File: config.mk
export PLATFORM = sky130hd
export DESIGN_NAME = spi_chan_regs
export DESIGN_NICKNAME = d
export VERILOG_FILES = /design/src/rtl/spi_chan_regs.sv
export SDC_FILE = /design/constraint.sdc
export NUM_CORES = 1
export LEC_CHECK = 0
export ABC_CLOCK_PERIOD_IN_PS = 1800
export BUFFER_PORTS_ARGS = -buffer_cell sky130_fd_sc_hd__clkbuf_2
export CAP_MARGIN = 20
export CORE_UTILIZATION = 54
export DETAILED_ROUTE_END_ITERATION = 7
export GPL_ROUTABILITY_DRIVEN = 1
export PLACE_DENSITY = 0.89
export SYNTH_ARGS = -nofsm -noshare
export SYNTH_HDL_FRONTEND = slang
export SYNTH_SLANG_ARGS = --single-unit
File: constraint.sdc
create_clock -name clk -period 1.8 [get_ports clk]
set_clock_uncertainty 0.2 [all_clocks]
set_input_delay 0.09 -clock clk [delete_from_list [all_inputs] [get_ports clk]]
set_output_delay 0.09 -clock clk [all_outputs]
set_load 0.01 [all_outputs]
File: src/rtl/spi_chan_regs.sv
module spi_chan_regs #(
  parameter int AW = 6,
  parameter int DW = 32,
  parameter int CH_IDX = 0,
  parameter int TXDMA_BIT = 14,
  parameter int RXDMA_BIT = 15
) (
  input  logic          clk,
  input  logic          rst_n,
  input  logic          bus_wr,
  input  logic          bus_rd,
  input  logic [AW-1:0] bus_addr,
  input  logic [DW-1:0] bus_wdata,
  output logic [DW-1:0] bus_rdata,
  input  logic          eng_tx_take,
  input  logic          eng_done,
  input  logic          eng_rx_load,
  input  logic [DW-1:0] eng_rx_data,
  output logic [DW-1:0] tx_word,
  output logic          tx_valid,
  output logic          chan_en,
  output logic [DW-1:0] cfg_word,
  output logic          mode_single,
  output logic          mode_master,
  output logic          mode_selftest,
  output logic          dma_tx_req,
  output logic          dma_rx_req
);
  localparam int BANK = 11 + 5 * CH_IDX;
  localparam logic [AW-1:0] A_MOD  = AW'(10);
  localparam logic [AW-1:0] A_CFG  = AW'(BANK);
  localparam logic [AW-1:0] A_STAT = AW'(BANK + 1);
  localparam logic [AW-1:0] A_CTRL = AW'(BANK + 2);
  localparam logic [AW-1:0] A_TX   = AW'(BANK + 3);
  localparam logic [AW-1:0] A_RX   = AW'(BANK + 4);
  localparam logic [DW-1:0] MOD_RST = DW'(4);

  logic [DW-1:0] mod_q, cfg_q, ctrl_q, tx_q, rx_q, rdata_q;
  logic rxs_q, txs_q, eot_q;

  wire wr_mod  = bus_wr && bus_addr == A_MOD;
  wire wr_cfg  = bus_wr && bus_addr == A_CFG;
  wire wr_ctrl = bus_wr && bus_addr == A_CTRL;
  wire wr_tx   = bus_wr && bus_addr == A_TX;
  wire rd_rx   = bus_rd && bus_addr == A_RX;
  wire en      = ctrl_q[0];
  wire turn_on  = wr_ctrl && !en && bus_wdata[0];
  wire turn_off = wr_ctrl && en && !bus_wdata[0];

  logic [DW-1:0] stat_w, rd_mux;
  assign stat_w = {{(DW-3){1'b0}}, eot_q, txs_q, rxs_q};

  always_comb begin
    case (bus_addr)
      A_MOD:   rd_mux = mod_q;
      A_CFG:   rd_mux = cfg_q;
      A_STAT:  rd_mux = stat_w;
      A_CTRL:  rd_mux = ctrl_q;
      A_TX:    rd_mux = tx_q;
      A_RX:    rd_mux = rx_q;
      default: rd_mux = '0;
    endcase
  end

  always_ff @(posedge clk) begin
    if (!rst_n) begin
      mod_q <= MOD_RST;
      cfg_q <= '0;
      ctrl_q <= '0;
      tx_q <= '0;
      rdata_q <= '0;
    end else begin
      if (wr_mod)  mod_q  <= bus_wdata;
      if (wr_cfg)  cfg_q  <= bus_wdata;
      if (wr_ctrl) ctrl_q <= bus_wdata;
      if (wr_tx)   tx_q   <= bus_wdata;
      if (bus_rd)  rdata_q <= rd_mux;
    end
  end

  always_ff @(posedge clk) begin
    if (!rst_n) begin
      rxs_q <= 1'b0;
      txs_q <= 1'b0;
      eot_q <= 1'b0;
      rx_q  <= '0;
    end else if (turn_off) begin
      rxs_q <= 1'b0;
      txs_q <= 1'b0;
      eot_q <= 1'b0;
      rx_q  <= '0;
    end else if (turn_on) begin
      txs_q <= 1'b1;
    end else if (en) begin
      if (wr_tx) begin
        txs_q <= 1'b0;
        eot_q <= 1'b0;
      end else begin
        if (eng_tx_take && !txs_q) txs_q <= 1'b1;
        if (eng_done) eot_q <= 1'b1;
      end
      if (eng_rx_load) begin
        rx_q  <= eng_rx_data;
        rxs_q <= 1'b1;
      end else if (rd_rx) begin
        rxs_q <= 1'b0;
      end
    end
  end

  assign bus_rdata     = rdata_q;
  assign tx_word       = tx_q;
  assign tx_valid      = en && !txs_q;
  assign chan_en       = en;
  assign cfg_word      = cfg_q;
  assign mode_single   = mod_q[0];
  assign mode_master   = !mod_q[2];
  assign mode_selftest = mod_q[3];
  assign dma_tx_req    = cfg_q[TXDMA_BIT] && txs_q;
  assign dma_rx_req    = cfg_q[RXDMA_BIT] && rxs_q;

  p_dma_rx_needs_en_r8: assert property (@(posedge clk) disable iff (!rst_n)
    dma_rx_req |-> chan_en);
  p_off_clears_r9: assert property (@(posedge clk) disable iff (!rst_n)
    $fell(chan_en) |-> (!dma_rx_req && !dma_tx_req && !tx_valid && rx_q == '0));
  p_txwrite_pends_r5: assert property (@(posedge clk) disable iff (!rst_n)
    (wr_tx && en && !wr_ctrl) |=> (tx_valid && !eot_q));
  p_take_sets_txs_r6: assert property (@(posedge clk) disable iff (!rst_n)
    (eng_tx_take && tx_valid && !bus_wr) |=> !tx_valid);
  p_load_sets_rxs_r7: assert property (@(posedge clk) disable iff (!rst_n)
    (eng_rx_load && en && !bus_wr) |=> (rxs_q && rx_q == $past(eng_rx_data)));
  p_read_clears_rxs_r7: assert property (@(posedge clk) disable iff (!rst_n)
    (rd_rx && en && !eng_rx_load && !bus_wr) |=> !rxs_q);
endmodule

==> summary.txt, run 1 <==
Run status
  • Status: complete, no violations

Synthesis
  • Mapped cell area: between 8000 and 9000 um^2
  • Post-synth EDFFs: 0
  • Number of synthesis warnings: 0
  • Mapped Cells: just under 1000
  • Seq/Total Area, Yosys: 0.4838
  • Prevailing post-synth register cell: dfxtp_1
  • #FFs+latches synth: just under 200
  • Syn nets: around 1000
  • Syn avg cell area: around 8.3 um^2
  • Post-synth cell types: 31
  • Async S/R FF share, synth: 0

Drt
  • DR vias: around 8400
  • Vias per cell: 6.004
  • Residual DRC: 0
  • Final wirelength: ~27000 um
  • Pre-Repair DR Iteration Count: 8
  • DRT iter0 DRCs: between 1000 and 1500
  • DR WL/cell: 19.62 um
  • Routed Antenna Nets: 0

Hold path
  • WHS Path Cells: 5
  • Worst Hold Launch: eng_rx_load
  • WHS Endpoint: rx_q[31]
  • Worst hold path class: input pin to register

Placement
  • GPL Wtd Cong: 0.8097
  • Setup WS pre-CTS: 90.54 ps
  • Dpl cells: 1293
  • Port bufs: 179
  • HPWL after DPL: about 17000 um

Floorplan
  • Die width: approximately 120 um
  • Die span in y: 124.2 um
  • # rows: 44
  • Core area: between 10000 and 15000 um^2
  • I/O Pins: 180
  • Die area: 15440 um^2
  • Initial Util: 0.5552

GRT
  • Initial antenna violation count: 0
  • Total gr overflow: 0
  • Total GRT Usage: 0.3553
  • Global-route wire length before repair: 43220 um
  • Vias in the first global route: slightly above 8000
  • Largest net degree at the start of global routing: slightly above 80

Worst setup path
  • Crit-path leading delay family: flip-flops
  • Worst EP required: between 1500 and 2000 ps
  • Slowest-stage cell, CP: dfxtp_1
  • CP arrival: around 1800 ps
  • Reg2reg end: rx_q[6]
  • Worst path bufs/invs: 1
  • Startpoint Class: register
  • Max incr delay on CP: 560 ps
  • WS Path Type: register to register
  • Worst path cell trace: nand2_1, o21ai_4, buf_4, a21oi_1
  • Reg2Reg Setup Slack: between 150 and 200 ps
  • Crit end category: register
  • Critical path fanouts, max: 11
  • Crit path from: ctrl_q[0]
  • Worst Reg-to-Reg Cells: 4
  • FF-to-FF Start: ctrl_q[0]

Final layout
  • N_diodes: 0
  • Layout cells sized above 1: 0.2446
  • Layout area overhead: 31.48%
  • Non-Filler Instances: 1394
  • Nets: 1275

Clocking
  • Post-CTS Resized: 0
  • Clock network latency to the later pin of the worst-skew pair: ~450 ps
  • Hold-fix buffers at CTS: 70
  • Reg clk slew, reported paths: 80 ps
  • Sink Count: just under 200
  • Bufs on Longest Clock Path: 2
  • CTS tree: yes
  • H-Tree Depth: 4
  • TritonCTS buffer count: 17
  • Clk root buf: clkbuf_16
  • Post-CTS Setup Bufs: 0

Timing
  • Slew Viols, Final: 0
  • Hold Slack: approximately 50 ps
  • Setup slack after layout: 161.8 ps
  • Setup_tns: 0 ps
  • Least-Margin Pin Slew: roughly 500 ps
  • Final hold vios: 0
  • Fmax: 0.6104 GHz
  • Final min period: ~1600 ps
  • RSZ-0062 raised after global routing: no
  • Setup violators final: 0
  • Part of the cycle the worst path needs: 0.9101
  • Relative slew slack: 0.6691

Power and ir drop
  • Pwr dens: 815.8 nW/um^2
  • Lkg Pwr: ~4.3 nW
  • VDD IR max: between 900 and 1000 uV

Job
  • Max Cap Viol: 0
-- registers in the layout, summed over array words and instances (netlist names) --
register,count
eot_q,1
mod_q,32
txs_q,1
tx_word,32
rxs_q,1
rx_q,32
bus_rdata,32
ctrl_q,32
cfg_word,32
-- how the worst max path moves through the flow --
stage,slack (ps),cells past startpoint,end
finish,160,4,rx_q[6]
global route,80,4,rx_q[6]
CTS,180,2,tx_valid
detailed placement,90,6,bus_rdata[20]
global placement,140,7,rx_q[10]
floorplan,230,5,bus_rdata[10]
-- layer usage --
metal / up-vias / routed length [um] / track usage
met4: 0 / 1183 / 0.2077
met5: - / 0 / 0
met1: 3924 / 10380 / 0.4337
li1: 3782 / - / -
met2: 563 / 13050 / 0.5788
met3: 100 / 2743 / 0.07284
-- cells by family after synthesis --
kind of cell / after synthesis / synth area share
compound gates: 273 / 0.1932
flops: 195 / 0.4838
mux: 67 / 0.08808
buf+inv: 85 / 0.05474
simple gates: 347 / 0.1802
-- per-stage QoR --
stage / power [mW] / area [um^2] / utilization
floorplan: 4.617 / 8069 / -
global route: 8.887 / 10610 / 0.7299
finish: 8.655 / 10610 / 0.7299
global placement: 4.853 / 9328 / 0.6418
detailed placement: 4.859 / 9328 / 0.6418
CTS: 8.633 / 10610 / 0.7299
-- synthesized netlist by cell type, drive strengths merged, types with 2 or more instances --
cell type	instances	share of area
mux2	32	0.045
and4bb	2	0.0031
nand3	5	0.0031
o21ai	34	0.022
nor2b	32	0.025
mux2i	35	0.043
nor3b	2	0.0025
and3	3	0.0023
a221oi	4	0.0043
a22oi	10	0.0093
a21oi	192	0.12
dfxtp	195	0.48
a222oi	20	0.025
inv	4	0.0019
nor2	33	0.015
clkbuf	39	0.018
nand2	261	0.12
buf	42	0.035
a22o	8	0.0087
and2	7	0.0057
o2bb2ai	3	0.0033
-- where the power goes --
| part | internal, mW | leakage (nW) | switching [mW] | total [mW] |
|---|---|---|---|---|
| Combinational | 0.257 | 2.45 | 0.306 | 0.564 |
| Sequential | 4.33 | 1.57 | 0.0132 | 4.34 |
| Clock | 2.00 | 0.279 | 1.75 | 3.75 |
-- area by class of cell --
type                    count  area, um^2
flip-flops and latches    195        3904
repair buffers            293        2127
inverters                   4       17.52
multi-input cells         687        3750
fillers                  1034        3925
clock buffers              19       452.9
clock inverters            12       127.6
well taps                 184       230.2
-- cells in the final DEF (no fill, tap or decap), types with 32 or more instances in the layout --
cell type	Yosys	routed
nand2_1	261	261
dfxtp_1	195	195
a21oi_1	192	192
clkbuf_2	1	179
dlygate4sd3_1	0	70
mux2i_1	35	35
nor2_1	33	33
o21ai_0	33	33
nor2b_1	32	32
mux2_2	32	32
-- worst min-delay path: cells and delay by family --
kind,cells,cell delay (ps)
AO/OA/AOI/OAI,1,50
buffers and inverters,2,270
AND/OR/NAND/NOR,2,240
Power figures use the tool's default switching activity.
==> run 2, diff against run 1 <==
--- a/config.mk
+++ b/config.mk
@@ -6,7 +6,7 @@
 export NUM_CORES = 1
 export LEC_CHECK = 0
 export ABC_CLOCK_PERIOD_IN_PS = 1800
-export BUFFER_PORTS_ARGS = -buffer_cell sky130_fd_sc_hd__clkbuf_2
+export BUFFER_PORTS_ARGS = -buffer_cell sky130_fd_sc_hd__buf_2
 export CAP_MARGIN = 20
 export CORE_UTILIZATION = 54
 export DETAILED_ROUTE_END_ITERATION = 7
==> run 2 against run 1 <==
  * Utilization is essentially flat
  * Clock power grew 3%
  * Count of clock-buffer cells in the layout grew 1
  * Critical path depth shrank 2
  * Maximum frequency grew 0.28%
  * Sequential power is essentially flat
  * Final cell count grew 0.29%
  * Hold slack gained 3.3 ps
  * First-iteration DRC count grew 17%
  * Via count grew 2.2%
  * Global-route usage grew 0.49 points
  * Critical endpoint is now tx_valid
  * Largest cell class unchanged
==> summary.txt, run 2 (same netlist as run 1, synthesis figures left out) <==
Floorplan
  • Die area: 15440 um^2 (unchanged)
  • Die span in y: 124.2 um (unchanged)
  • Core area: 14530 um^2 (unchanged)
  • Die width: 124.2 um (unchanged)
  • Initial Util: 0.5552 (unchanged)
  • # rows: 44 (unchanged)
  • I/O Pins: 180 (unchanged)

Timing
  • Part of the cycle the worst path needs: 0.9076 (was 0.9101)
  • Hold Slack: 54.41 ps (was 51.07 ps)
  • Fmax: 0.6121 GHz (was 0.6104 GHz)
  • Setup_tns: 0 ps (unchanged)
  • Setup slack after layout: 166.4 ps (was 161.8 ps)
  • RSZ-0062 raised after global routing: no (unchanged)
  • Relative slew slack: 0.6976 (was 0.6691)
  • Setup violators final: 0 (unchanged)
  • Slew Viols, Final: 0 (unchanged)
  • Final min period: 1634 ps (was 1638 ps)
  • Least-Margin Pin Slew: 453.7 ps (was 496.4 ps)
  • Final hold vios: 0 (unchanged)

Placement
  • GPL Wtd Cong: 0.8447 (was 0.8097)
  • HPWL after DPL: 16810 um (was 16660 um)
  • Port bufs: 179 (unchanged)
  • Setup WS pre-CTS: 79.31 ps (was 90.54 ps)

Worst setup path
  • Crit end category: output port (was register)
  • Crit-path leading delay family: flip-flops (unchanged)
  • Max incr delay on CP: 570 ps (was 560 ps)
  • Startpoint Class: register (unchanged)
  • CP arrival: 1340 ps (was 1760 ps)
  • WS Path Type: register to output port (was register to register)
  • Worst path bufs/invs: 1 (unchanged)
  • Worst EP required: 1510 ps (was 1930 ps)
  • Critical path fanouts, max: 11 (unchanged)
  • Slowest-stage cell, CP: dfxtp_1 (unchanged)
  • Worst path cell trace: nor2b_1, buf_2 (was nand2_1, o21ai_4, buf_4, a21oi_1)

Drt
  • Vias per cell: 6.121 (was 6.004)
  • DR vias: 8557 (was 8369)
  • Pre-Repair DR Iteration Count: 7 (was 8)
  • DRT iter0 DRCs: 1220 (was 1045)
  • DR WL/cell: 19.98 um (was 19.62 um)
  • Routed Antenna Nets: 0 (unchanged)
  • Residual DRC: 0 (unchanged)
  • Final wirelength: 27940 um (was 27350 um)

Final layout
  • N_diodes: 0 (unchanged)
  • Layout area overhead: 31.52% (was 31.48%)
  • Fillers: 980 (was 1034)
  • Nets: 1278 (was 1275)
  • Most frequent cells in the layout: 261 x nand2_1, 195 x dfxtp_1, 192 x a21oi_1 (unchanged)
  • Layout cells sized above 1: 0.2463 (was 0.2446)
  • Commonest non-fill, non-tap cell in the layout: nand2_1 (unchanged)

GRT
  • Vias in the first global route: 8467 (was 8243)
  • Total gr overflow: 0 (unchanged)
  • Initial antenna violation count: 0 (unchanged)
  • Global-route wire length before repair: 44120 um (was 43220 um)
  • Total GRT Usage: 0.3602 (was 0.3553)
  • Largest net degree at the start of global routing: 41 (was 83)

Clocking
  • Clock network latency to the later pin of the worst-skew pair: 440 ps (was 450 ps)
  • Reg clk slew, reported paths: 70 ps (was 80 ps)
  • CTS tree: yes (unchanged)
  • TritonCTS buffer count: 17 (unchanged)
  • Sink Count: 195 (unchanged)
  • H-Tree Depth: 4 (unchanged)
  • Clk root buf: clkbuf_16 (unchanged)
  • Post-CTS Setup Bufs: 0 (unchanged)
  • Bufs on Longest Clock Path: 2 (unchanged)

Power and ir drop
  • Switching part of the total: 0.2299 (was 0.2391)
  • Switching power: 2.021 mW (was 2.070 mW)
  • Lkg Pwr: 4.383 nW (was 4.295 nW)
  • Seq pwr share: 0.494 (was 0.502)
  • VDD IR max: 673.0 uV (was 907.1 uV)
  • P_int: 6.769 mW (was 6.585 mW)
  • Pwr dens: 828.2 nW/um^2 (was 815.8 nW/um^2)
  • Power share of the clock group: 0.442 (was 0.433)
  • Comb pwr share: 0.064 (was 0.065)

Run status
  • Status: complete, no violations (unchanged)

Job
  • Max Cap Viol: 0 (unchanged)

Hold path
  • Worst hold path class: input pin to register (unchanged)
-- run 2: cell count changes in the layout (fill, tap and decap cells not counted), moves of 3 or more --
cell      before  now
buf_2          0  179
buf_12        16   12
clkbuf_2     179    0
buf_4         28   34
clkinv_4       5    2
-- run 2: metrics by stage --
step	total power, mW	instances	util	instance area [um^2]
after global placement	4.852	1295	0.6394	9293
after detailed placement	4.858	1295	0.6394	9293
after global routing	9.046	1398	0.7302	10610
after CTS	8.767	1398	0.7302	10610
final	8.790	1398	0.7302	10610
after floorplan	4.617	967	-	8069
-- run 2: final timing paths --
| kind | slack, ps | startpoint | to | depth (start not counted) |
|---|---|---|---|---|
| setup / recovery | 170 | ctrl_q[0] | tx_valid | 2 |
| hold / removal | 50 | bus_addr[2] | bus_rdata[3] | 4 |
| setup reg to reg | 200 | ctrl_q[0] | rx_q[25] | 4 |
| hold reg to reg | 250 | mod_q[28] | mod_q[28] | 2 |
-- run 2: final cells by class --
class | count | area, um^2 | area share
Sequential cell | 195 | 3904 | 0.3678
Multi-Input combinational cell | 687 | 3750 | 0.3533
Timing Repair Buffer | 296 | 2102 | 0.1981
Clock buffer | 20 | 466.7 | 0.04398
Tap cell | 184 | 230.2 | 0.02169
Clock inverter | 12 | 142.6 | 0.01344
Inverter | 4 | 17.52 | 0.001651
-- run 2: power groups by stage --
stage / clock network, mW / logic, mW / registers (mW)
2_1_floorplan: 0 / 0.177 / 4.44
3_3_place_gp: 0 / 0.413 / 4.44
3_5_place_dp: 0 / 0.418 / 4.44
4_1_cts: 3.89 / 0.540 / 4.34
5_1_grt: 4.12 / 0.588 / 4.34
6_report: 3.88 / 0.565 / 4.34
-- run 2: what timing repair did --
action | CTS | global route
hold buffers | 71 | 0
hold endpoints to repair | 172 | 0
resized for setup | 0 | 0
-- run 2: worst min-delay path, delay by kind of cell --
family                 cells  cell delay, ps
muxes                      1             170
buffers and inverters      1             160
AOI/OAI and AO/OA          2             220
-- run 2: per-layer routing --
layer / wire [um] / vias up / GRT usage / part of all wire
met2: 13270 / 667 / 0.5843 / 0.47
met4: 1241 / 0 / 0.2169 / 0.044
li1: - / 3779 / - / -
met5: 0 / - / 0 / 0
met1: 10240 / 3988 / 0.4342 / 0.37
met3: 3183 / 123 / 0.08147 / 0.11
==> run 3, diff against run 2 <==
--- a/config.mk
+++ b/config.mk
@@ -8,6 +8,7 @@
 export ABC_CLOCK_PERIOD_IN_PS = 1800
 export BUFFER_PORTS_ARGS = -buffer_cell sky130_fd_sc_hd__buf_2
 export CAP_MARGIN = 20
+export CORE_ASPECT_RATIO = 0.6
 export CORE_UTILIZATION = 54
 export DETAILED_ROUTE_END_ITERATION = 7
 export GPL_ROUTABILITY_DRIVEN = 1
==> run 3 against run 2 <==
  * Via count is 1.2% lower
  * Total power grew 1.9%
  * Critical path depth is 1 higher
  * Count of clock-buffer cells in the layout shrank 1
  * Final cell count rose by 0.50%
  * First-iteration DRC count is 5.1% lower
  * Non-clock buffer count decreased by 7
  * Sequential power about the same
==> summary.txt, run 3 (same netlist as run 1, synthesis figures left out) <==
Worst setup path
  • Reg2Reg Setup Slack: 370 ps (was 200 ps)
  • Crit path to: tx_valid (unchanged)
  • Crit path from: ctrl_q[0] (unchanged)
  • Worst EP required: 1510 ps (about the same)
  • WS Path Type: register to output port (unchanged)
  • Reg2reg end: rx_q[19] (was rx_q[25])
  • Startpoint Class: register (unchanged)
  • Slowest-stage cell, CP: dfxtp_1 (unchanged)
  • Crit end category: output port (unchanged)
  • FF-to-FF Start: ctrl_q[0] (unchanged)
  • Worst Reg-to-Reg Cells: 4 (unchanged)
  • Critical path fanouts, max: 7 (was 11)
  • Worst path cell trace: buf_4, nor2b_1, buf_2 (was nor2b_1, buf_2)
  • CP arrival: 1480 ps (was 1340 ps)
  • Max incr delay on CP: 450 ps (was 570 ps)

Drt
  • Residual DRC: 0 (unchanged)
  • DRT iter0 DRCs: 1158 (was 1220)
  • Vias per cell: 6.017 (was 6.121)
  • Final wirelength: 27840 um (was 27940 um)
  • Routed Antenna Nets: 0 (unchanged)
  • DR vias: 8454 (was 8557)
  • DR WL/cell: 19.82 um (was 19.98 um)
  • Pre-Repair DR Iteration Count: 7 (unchanged)

Job
  • Max Cap Viol: 0 (unchanged)

Timing
  • Final hold vios: 0 (unchanged)
  • Setup_tns: 0 ps (unchanged)
  • Final min period: 1770 ps (was 1634 ps)
  • RSZ-0062 raised after global routing: no (unchanged)
  • Setup violators final: 0 (unchanged)
  • Part of the cycle the worst path needs: 0.9836 (was 0.9076)
  • Slew Viols, Final: 0 (unchanged)
  • Relative slew slack: 0.6709 (was 0.6976)
  • Fmax: 0.5648 GHz (was 0.6121 GHz)
  • Setup slack after layout: 29.53 ps (was 166.4 ps)
  • Least-Margin Pin Slew: 493.6 ps (was 453.7 ps)

Power and ir drop
  • Overall power: 8.954 mW (was 8.790 mW)
  • Comb pwr share: 0.063 (was 0.064)
  • VDD IR max: 684.0 uV (was 673.0 uV)
  • Switching power: 2.085 mW (was 2.021 mW)
  • Lkg Pwr: 4.367 nW (was 4.383 nW)
  • Switching part of the total: 0.2328 (was 0.2299)
  • Pwr dens: 844.2 nW/um^2 (was 828.2 nW/um^2)
  • P_int: 6.870 mW (was 6.769 mW)
  • Seq pwr share: 0.485 (was 0.494)
  • Power share of the clock group: 0.452 (was 0.442)

GRT
  • Global-route wire length before repair: 43480 um (was 44120 um)
  • Largest net degree at the start of global routing: 53 (was 41)
  • Vias in the first global route: 8161 (was 8467)
  • Total GRT Usage: 0.3611 (was 0.3602)
  • Total gr overflow: 0 (unchanged)
  • Initial antenna violation count: 0 (unchanged)

Clocking
  • TritonCTS buffer count: 17 (unchanged)
  • H-Tree Depth: 4 (unchanged)
  • Sink Count: 195 (unchanged)
  • Bufs on Longest Clock Path: 2 (unchanged)
  • Clock network latency to the later pin of the worst-skew pair: 440 ps (about the same)
  • Reg clk slew, reported paths: 70 ps (about the same)
  • CTS tree: yes (unchanged)
  • Clk root buf: clkbuf_16 (unchanged)

Floorplan
  • Die area: 15450 um^2 (was 15440 um^2)
  • I/O Pins: 180 (unchanged)
  • Die width: 159.8 um (was 124.2 um)
  • Die span in y: 96.69 um (was 124.2 um)
  • Initial Util: 0.5546 (was 0.5552)
  • Core area: 14550 um^2 (was 14530 um^2)
  • # rows: 34 (was 44)

Final layout
  • Nets: 1271 (was 1278)
  • Final core occ: 0.7290 (was 0.7302)
  • Layout area overhead: 31.45% (was 31.52%)
  • N_diodes: 0 (unchanged)
  • Layout cells sized above 1: 0.2428 (was 0.2463)
  • Most frequent cells in the layout: 261 x nand2_1, 195 x dfxtp_1, 192 x a21oi_1 (unchanged)
  • Fillers: 1014 (was 980)
  • Commonest non-fill, non-tap cell in the layout: nand2_1 (unchanged)

Run status
  • Status: complete, no violations (unchanged)

Hold path
  • Worst hold path class: input pin to register (unchanged)

Placement
  • Setup WS pre-CTS: -15.04 ps (was 79.31 ps)
  • Port bufs: 179 (unchanged)
  • HPWL after DPL: 17050 um (was 16810 um)
  • GPL Wtd Cong: 0.9031 (was 0.8447)
-- run 3: power by group through the flow --
stage	registers (mW)	logic, mW	clock network (mW)
global placement	4.44	0.408	0
floorplan	4.44	0.177	0
CTS	4.34	0.538	4.01
finish	4.34	0.565	4.05
global route	4.34	0.589	4.23
detailed placement	4.44	0.416	0
-- run 3: how the worst min path moves through the flow --
stage,startpoint,to,slack (ps),cells past startpoint
6_report,bus_rd,bus_rdata[0],40,3
5_1_grt,bus_rd,bus_rdata[0],40,3
4_1_cts,bus_rd,bus_rdata[0],0.7,3
3_5_place_dp,eng_rx_data[28],rx_q[28],140,3
3_3_place_gp,eng_rx_data[8],rx_q[8],140,3
2_1_floorplan,eng_rx_data[0],rx_q[0],30,2
-- run 3: timing repair --
action,4_1_cts,5_1_grt
hold buffers,71,0
setup buffers,0,0
resized for setup,0,0
hold endpoints to repair,174,0
-- run 3: layout make-up --
type / instances / area, um^2 / share of cell area
clock buffers: 19 / 452.9 / 0.04270
multi-input cells: 687 / 3751 / 0.3537
well taps: 198 / 247.7 / 0.02336
clock inverters: 13 / 171.4 / 0.01616
repair buffers: 289 / 2062 / 0.1944
inverters: 4 / 17.52 / 0.001652
flip-flops and latches: 195 / 3904 / 0.3681
-- run 3: per-layer routing --
metal  vias up  wire, um  global-route usage
met5         -         0                   0
met3        79      3534             0.09777
met2       629     12340              0.5522
li1       3762         -                   -
met4         0       751              0.1473
met1      3984     11220              0.4842
-- run 3: critical path: cells and delay by family (launching register included) --
family	cells	cell delay, ps
flops	1	450
buf+inv	2	390
simple gates	1	210
-- run 3: stage by stage --
| stage | std cells | hold slack [ps] | area, um^2 |
|---|---|---|---|
| 3_5_place_dp | 1302 | 137.1 | 9271 |
| 3_3_place_gp | 1302 | 135.3 | 9271 |
| 4_1_cts | 1405 | 0.7148 | 10610 |
| 6_report | 1405 | 37.80 | 10610 |
| 2_1_floorplan | 967 | 25.96 | 8069 |
| 5_1_grt | 1405 | 42.61 | 10610 |
